<file path="src/rtl/glitch_filter_bank.sv">
module glitch_filter_bank #(
  parameter int LINES   = 8,
  parameter int WIDTH_W = 16
) (
  input  logic               clk,
  input  logic               rst,
  input  logic               filt_en,
  input  logic [WIDTH_W-1:0] min_width,
  input  logic [LINES-1:0]   raw_in,
  output logic [LINES-1:0]   filt_out
);

  localparam logic [WIDTH_W-1:0] ONE = {{(WIDTH_W-1){1'b0}}, 1'b1};

  logic [LINES-1:0]   meta, sync, hold, cand;
  logic [WIDTH_W-1:0] width_q, cnt, period;
  logic               reload, strobe;

  assign period   = (width_q > ONE) ? (width_q >> 1) : ONE;
  assign reload   = rst || (width_q != min_width);
  assign strobe   = !reload && (cnt == period - ONE);
  assign filt_out = filt_en ? hold : sync;

  always_ff @(posedge clk) begin
    meta    <= raw_in;
    sync    <= meta;
    width_q <= min_width;
    if (reload || strobe) cnt <= '0;
    else                  cnt <= cnt + ONE;
  end

  always_ff @(posedge clk) begin
    if (reload || !filt_en) begin
      hold <= sync;
      cand <= '0;
    end else if (strobe) begin
      cand <= (sync ^ hold) & ~cand;
      hold <= hold ^ ((sync ^ hold) & cand);
    end
  end

  // a line may flip only if it was already qualified by the previous strobe
  assert_two_strobes_R3: assert property (@(posedge clk) disable iff (rst)
    (!$past(reload) && $past(filt_en)) |-> (((hold ^ $past(hold)) & ~$past(cand)) == '0));

  assert_only_on_strobe_R3: assert property (@(posedge clk) disable iff (rst)
    (!reload && filt_en && !strobe) |=> $stable(hold));

  assert_bypass_delay_R2: assert property (@(posedge clk) disable iff (rst)
    !filt_en |-> (filt_out == $past(raw_in, 2)));

  assert_reload_loads_R8: assert property (@(posedge clk) disable iff (rst)
    reload |=> (hold == $past(sync)));

  assert_strobe_gap_R1: assert property (@(posedge clk) disable iff (rst)
    (strobe && period > ONE) |=> !strobe);

endmodule

</file>
<file path="config.mk">
export PLATFORM = sky130hd
export DESIGN_NAME = glitch_filter_bank
export DESIGN_NICKNAME = d
export VERILOG_FILES = /design/src/rtl/glitch_filter_bank.sv
export SDC_FILE = /design/constraint.sdc
export NUM_CORES = 1
export LEC_CHECK = 0
export BUFFER_PORTS_ARGS = -buffer_cell sky130_fd_sc_hd__buf_2
export CORE_ASPECT_RATIO = 0.5
export CORE_MARGIN = 2
export CORE_UTILIZATION = 62
export CTS_CLUSTER_DIAMETER = 200
export DETAILED_ROUTE_END_ITERATION = 12
export PLACE_DENSITY = 0.84
export SYNTH_ARGS = -nofsm -noshare
export SYNTH_HDL_FRONTEND = slang
export SYNTH_SLANG_ARGS = --single-unit
</file>
<file path="constraint.sdc">
create_clock -name clk -period 5.4 [get_ports clk]
set_clock_uncertainty 0.1 [all_clocks]
set_input_delay 0.27 -clock clk [delete_from_list [all_inputs] [get_ports clk]]
set_output_delay 0.27 -clock clk [all_outputs]
set_load 0.02 [all_outputs]
</file>
* After elaboration in Yosys (flattened, before gate mapping)
Index checks and enable logic that the tools add are counted.
** Word-level totals
- Bits in registers :: 64
- Output and inout bits :: 8
- Logic and storage cells :: 27
** Operators by class
- $add $sub $neg :: 2
- Magnitude comparators :: 1
- Eq/ne operators :: 2
- Multiplexer cells :: 4
- Bitwise operators :: 5
- Reductions and logical operators :: 7
** Operator list (count)
- 8-bit two-way mux :: 3
- 16-bit by 1-bit adder with 16-bit output (second input constant) :: 1
- 8-bit AND :: 2
- 16-bit equality test :: 1
- 16-bit by 1-bit greater-than comparator with 1-bit output (second input constant) :: 1
- 16-bit inequality test :: 1
- 15-bit by 1-bit subtractor with 16-bit output (second input constant) :: 1
- 8-bit XOR :: 2
- 15-bit two-way mux :: 1
- 8-bit NOT :: 1
- 1-bit logical OR :: 3
- 1-bit logical NOT :: 2
- 2-bit nonzero test :: 1
- 1-bit logical AND :: 1

* Depth between registers and ports, before layout
- Word-level depth :: 7
- Depth in mapped cells :: 13

* Worst setup path before layout
Ideal clock, no wire load.
- Kind :: reg2reg
- Start :: reg width_q[10]
- End :: reg cand[0]
- Arrival :: 3062 ps
- Required time :: 5179 ps
- Setup slack :: 2116 ps
- Stages on the path, launching flop included :: 12
- Buffers on the path :: 1
- Path through :: dfxtp_1 -> or4_4 -> nor3_4 -> a21oi_1 -> ha_1 -> xnor2_1 -> a2111o_1 -> nor4_1 -> nand4_1 -> or2_1 -> buf_6 -> mux2_4
** On the way
- Cells in the longest elaborated chain, start to end :: 5
- Elaborated cells between the ends (all ways) :: 9
- Those cells by class :: add/sub: 1; order compare: 1; eq/ne: 2; mux: 1; reduce/logical: 4
** Ends and longest elaborated chain
- start, declared :: line 16 : logic [WIDTH_W-1:0] width_q, cnt, period;
- start signal, assigned :: line 27 : width_q <= min_width;
- 16-bit by 1-bit greater-than comparator with 1-bit output :: line 19 : assign period = (width_q > ONE) ? (width_q >> 1) : ONE;
- 15-bit two-way mux :: line 19
- 15-bit by 1-bit subtractor with 16-bit output :: line 21 : assign strobe = !reload && (cnt == period - ONE);
- 16-bit equality test :: line 21
- 1-bit logical AND :: line 21
- end signal, assigned :: line 37 : cand <= (sync ^ hold) & ~cand;
- end, declared :: line 15 : logic [LINES-1:0] meta, sync, hold, cand;
Parallel ways exist; a longest one is shown, timed or not.
A chain may end at the register's enable or synchronous reset.

* Final worst setup path
- Start :: reg width_q[6]
- End :: reg cnt[12]
** On the way
- Cells in the longest elaborated chain, start to end :: 6
- Elaborated cells between the ends (all ways) :: 9
- Those cells by class :: add/sub: 1; order compare: 1; eq/ne: 2; mux: 1; reduce/logical: 4
** Ends and longest elaborated chain
- 16-bit by 1-bit greater-than comparator with 1-bit output :: line 19
- 15-bit two-way mux :: line 19
- 15-bit by 1-bit subtractor with 16-bit output :: line 21
- 16-bit equality test :: line 21
- 1-bit logical AND :: line 21
- 1-bit logical OR * :: line 28 : if (reload || strobe) cnt <= '0;
- end signal, assigned :: line 29 : else cnt <= cnt + ONE;
- end, declared :: line 16
Mark *: on every way between the ends. The rest lies on a longest branch, timed or not.

==> qor.csv <==
stage,metric,value,unit
power,peakVddDrop,0.187,mV
yosys,yosysUniqueCellTypes,49,
die,die_y,53.3,um
clock_tree,clkTransAtPathRegs,0.07,ns
timing,rsz0062_at_grt,no,
timing,fin_tns_setup,0,ns
yosys,synthTopCellsByArea,"dfxtp_1, xor2_1, edfxtp_1",
die,die_area,0.00547,sq mm
place,dpl.hpwl,4210,um
yosys,syn_inst,296,
yosys,yosys_warnings,0,
critical_path,path_buf_inv,0,
timing,slew_violations,0,
clock_tree,clock_sinks,64,
timing,slew_headroom,0.311,
global_routing,grt_usage,0.271,
detailed_routing,drtPass1Iterations,5,
global_routing,antenna_found_initial,0,
yosys,synth_top_area_cell,dfxtp_1,
job,max-cap-violations,0,
timing,max_freq,251,MHz
outcome,status,completed,
final_layout,drive_above_1_share,0.207,
clock_tree,clock_latency,0.34,ns
detailed_routing,wl_met3,478,um
yosys,async_reset_ff_frac,0,
final_layout,syn_to_final_growth,21.8,%
critical_path,worstPathArrival,4.08,ns
yosys,synth_edf_count,8,
yosys,ys_ff_latch,64,
clock_tree,cts_setup_buffers,0,
critical_path,startpoint_type,flop,
global_routing,grt_pass1_vias,2365,
detailed_routing,vias,2447,
die,num_io_pins,35,
timing,period_share,0.738,
critical_path,critPathMaxFanout,15,
yosys,netlist_area,0.00301,sq mm
die,core_area,0.00453,sq mm
yosys,yosysTopAreaCellShare,0.372,
detailed_routing,drc_errors,0,
power,power,1.04,mW
clock_tree,cts_max_level,3,
critical_path,worstSetupEndpointType,flop,
clock_tree,clock_path_buffers,2,
timing,fin_crit,3.99,ns
yosys,ys_seq_area_frac,0.452,
final_layout,antennaDiodeCount,0,
critical_path,critPathMaxStageDelay,0.86,ns
clock_tree,root_buffer,clkbuf_8,
power,powerDensity,282,mW/mm^2
detailed_routing,met1Wirelength,2820,um
yosys,yosysMostFrequentCell,dfxtp_1,
global_routing,grt_pass1_wl,10800,um
detailed_routing,wl_per_cell,16.0,um
clock_tree,cts-buffers-inserted,9,
detailed_routing,antenna_left,0,
critical_path,cpLargestDelayFamily,compound AO/OA/AOI/OAI gates,
critical_path,slowest_stage,o21ai_1,
yosys,synthTopCellsByCount,"dfxtp_1, xor2_1, nor2_1",
global_routing,grt_remaining_overflow,0,
clock_tree,cts_tree,yes,
timing,hold_viol_final,0,
power,p_leak,1.48,nW
detailed_routing,totalWireLength,6780,um
die,die_w,103,um
place,gp_congestion,0.960,
timing,worst_pin_slew,1.03,ns
final_layout,nNetsFinal,382,
detailed_routing,dr_wl_met2,3260,um
min_path,holdCritPathClass,flop to flop,
critical_path,cp.required,5.49,ns
detailed_routing,drt_iter0_markers,146,
global_routing,grt_max_degree,25,
yosys,synth_fp_nets,325,
timing,finalSetupViolCount,0,
die,start_util,0.665,
detailed_routing,highest_layer,met4,
die,row_count,17,
critical_path,worstSetupPathType,flop to flop,
detailed_routing,vias_per_cell,5.77,
place,port_buffers,34,
yosys,synth_top_flop_cell,dfxtp_1,
yosys,syn_avg_cell_area,10.2,sq um
critical_path,crit_chain,nor3_1 -> and3_1 -> a21oi_1 -> ha_1 -> nor2b_1 -> a31oi_1 -> a2111o_1 -> nor4_1 -> nand4_1 -> o21ai_1 -> nor2_1,
## stage by stage
stage | area (sq um) | setup WS [ns] | hold WS (ns) | util | instances
after floorplan | 3010 | 2.12 | 0.198 | - | 296
after global placement | 3210 | 1.78 | 0.210 | 0.709 | 384
after detailed placement | 3210 | 1.68 | 0.213 | 0.709 | 384
after CTS | 3670 | 1.67 | 0.230 | 0.810 | 424
after global routing | 3670 | 1.12 | 0.239 | 0.810 | 424
final | 3670 | 1.41 | 0.229 | 0.810 | 424
## power breakdown
group / internal [mW] / total (mW) / switching (mW)
clock network: 0.251 / 0.433 / 0.182
registers: 0.497 / 0.517 / 0.0191
logic: 0.0477 / 0.0857 / 0.0380
## logic make-up after synthesis
| family | Yosys count | share of synthesized area |
|---|---|---|
| flops | 64 | 0.452 |
| buf+inv | 16 | 0.0233 |
| mux | 17 | 0.0731 |
| xor+xnor | 54 | 0.157 |
| compound gates | 34 | 0.0872 |
| fa+ha+maj | 2 | 0.00830 |
| simple gates | 109 | 0.199 |
## final cells by class
cell class | count | area, sq um
clock buffers | 12 | 165
clock inverters | 4 | 51.3
fillers | 253 | 860
inverters | 3 | 11.3
multi-input cells | 216 | 1580
flip-flops and latches | 64 | 1360
well taps | 66 | 82.6
repair buffers | 59 | 418
## path summary, 6_finish.rpt
kind / start / slack [ns] / cells after the start / end
worst max-delay path: width_q[6] / 1.41 / 11 / cnt[12]
worst min register to register: meta[4] / 0.23 / 0 / sync[4]
worst max register to register: width_q[6] / 1.41 / 11 / cnt[12]
worst min-delay path: meta[4] / 0.23 / 0 / sync[4]
## routing by layer
metal | up-vias | track usage
met5 | - | 0
met4 | 0 | 0.118
met3 | 29 | 0.102
met2 | 109 | 0.471
met1 | 1138 | 0.301
li1 | 1171 | -
## placed cells by master, fill, tap and decap left out, types with 2 or more instances in the layout
| cell | count |
|---|---|
| a21o_1 | 9 |
| ha_1 | 2 |
| dfxtp_1 | 56 |
| nor2b_1 | 3 |
| nand4_1 | 11 |
| and3_1 | 12 |
| o21a_1 | 8 |
| dlygate4sd3_1 | 24 |
| mux2_2 | 8 |
| nand3_1 | 10 |
| o211a_1 | 2 |
| buf_2 | 34 |
| xnor2_1 | 23 |
| inv_1 | 3 |
| nor2_1 | 30 |
| clkbuf_8 | 12 |
| edfxtp_1 | 8 |
| a21oi_1 | 3 |
| nand2_1 | 8 |
| nor4_1 | 5 |
| o21ai_0 | 2 |
| nor3_1 | 14 |
| xor2_1 | 31 |
| nand3b_1 | 2 |
| nor3_4 | 2 |
| mux2_4 | 8 |
| nand4b_1 | 2 |
## what timing repair did
action	4_1_cts	5_1_grt
endpoints found under the hold margin	24	0
gates resized for setup	0	0
hold buffers	24	0
No activity file was read; power rests on OpenSTA's default activity.
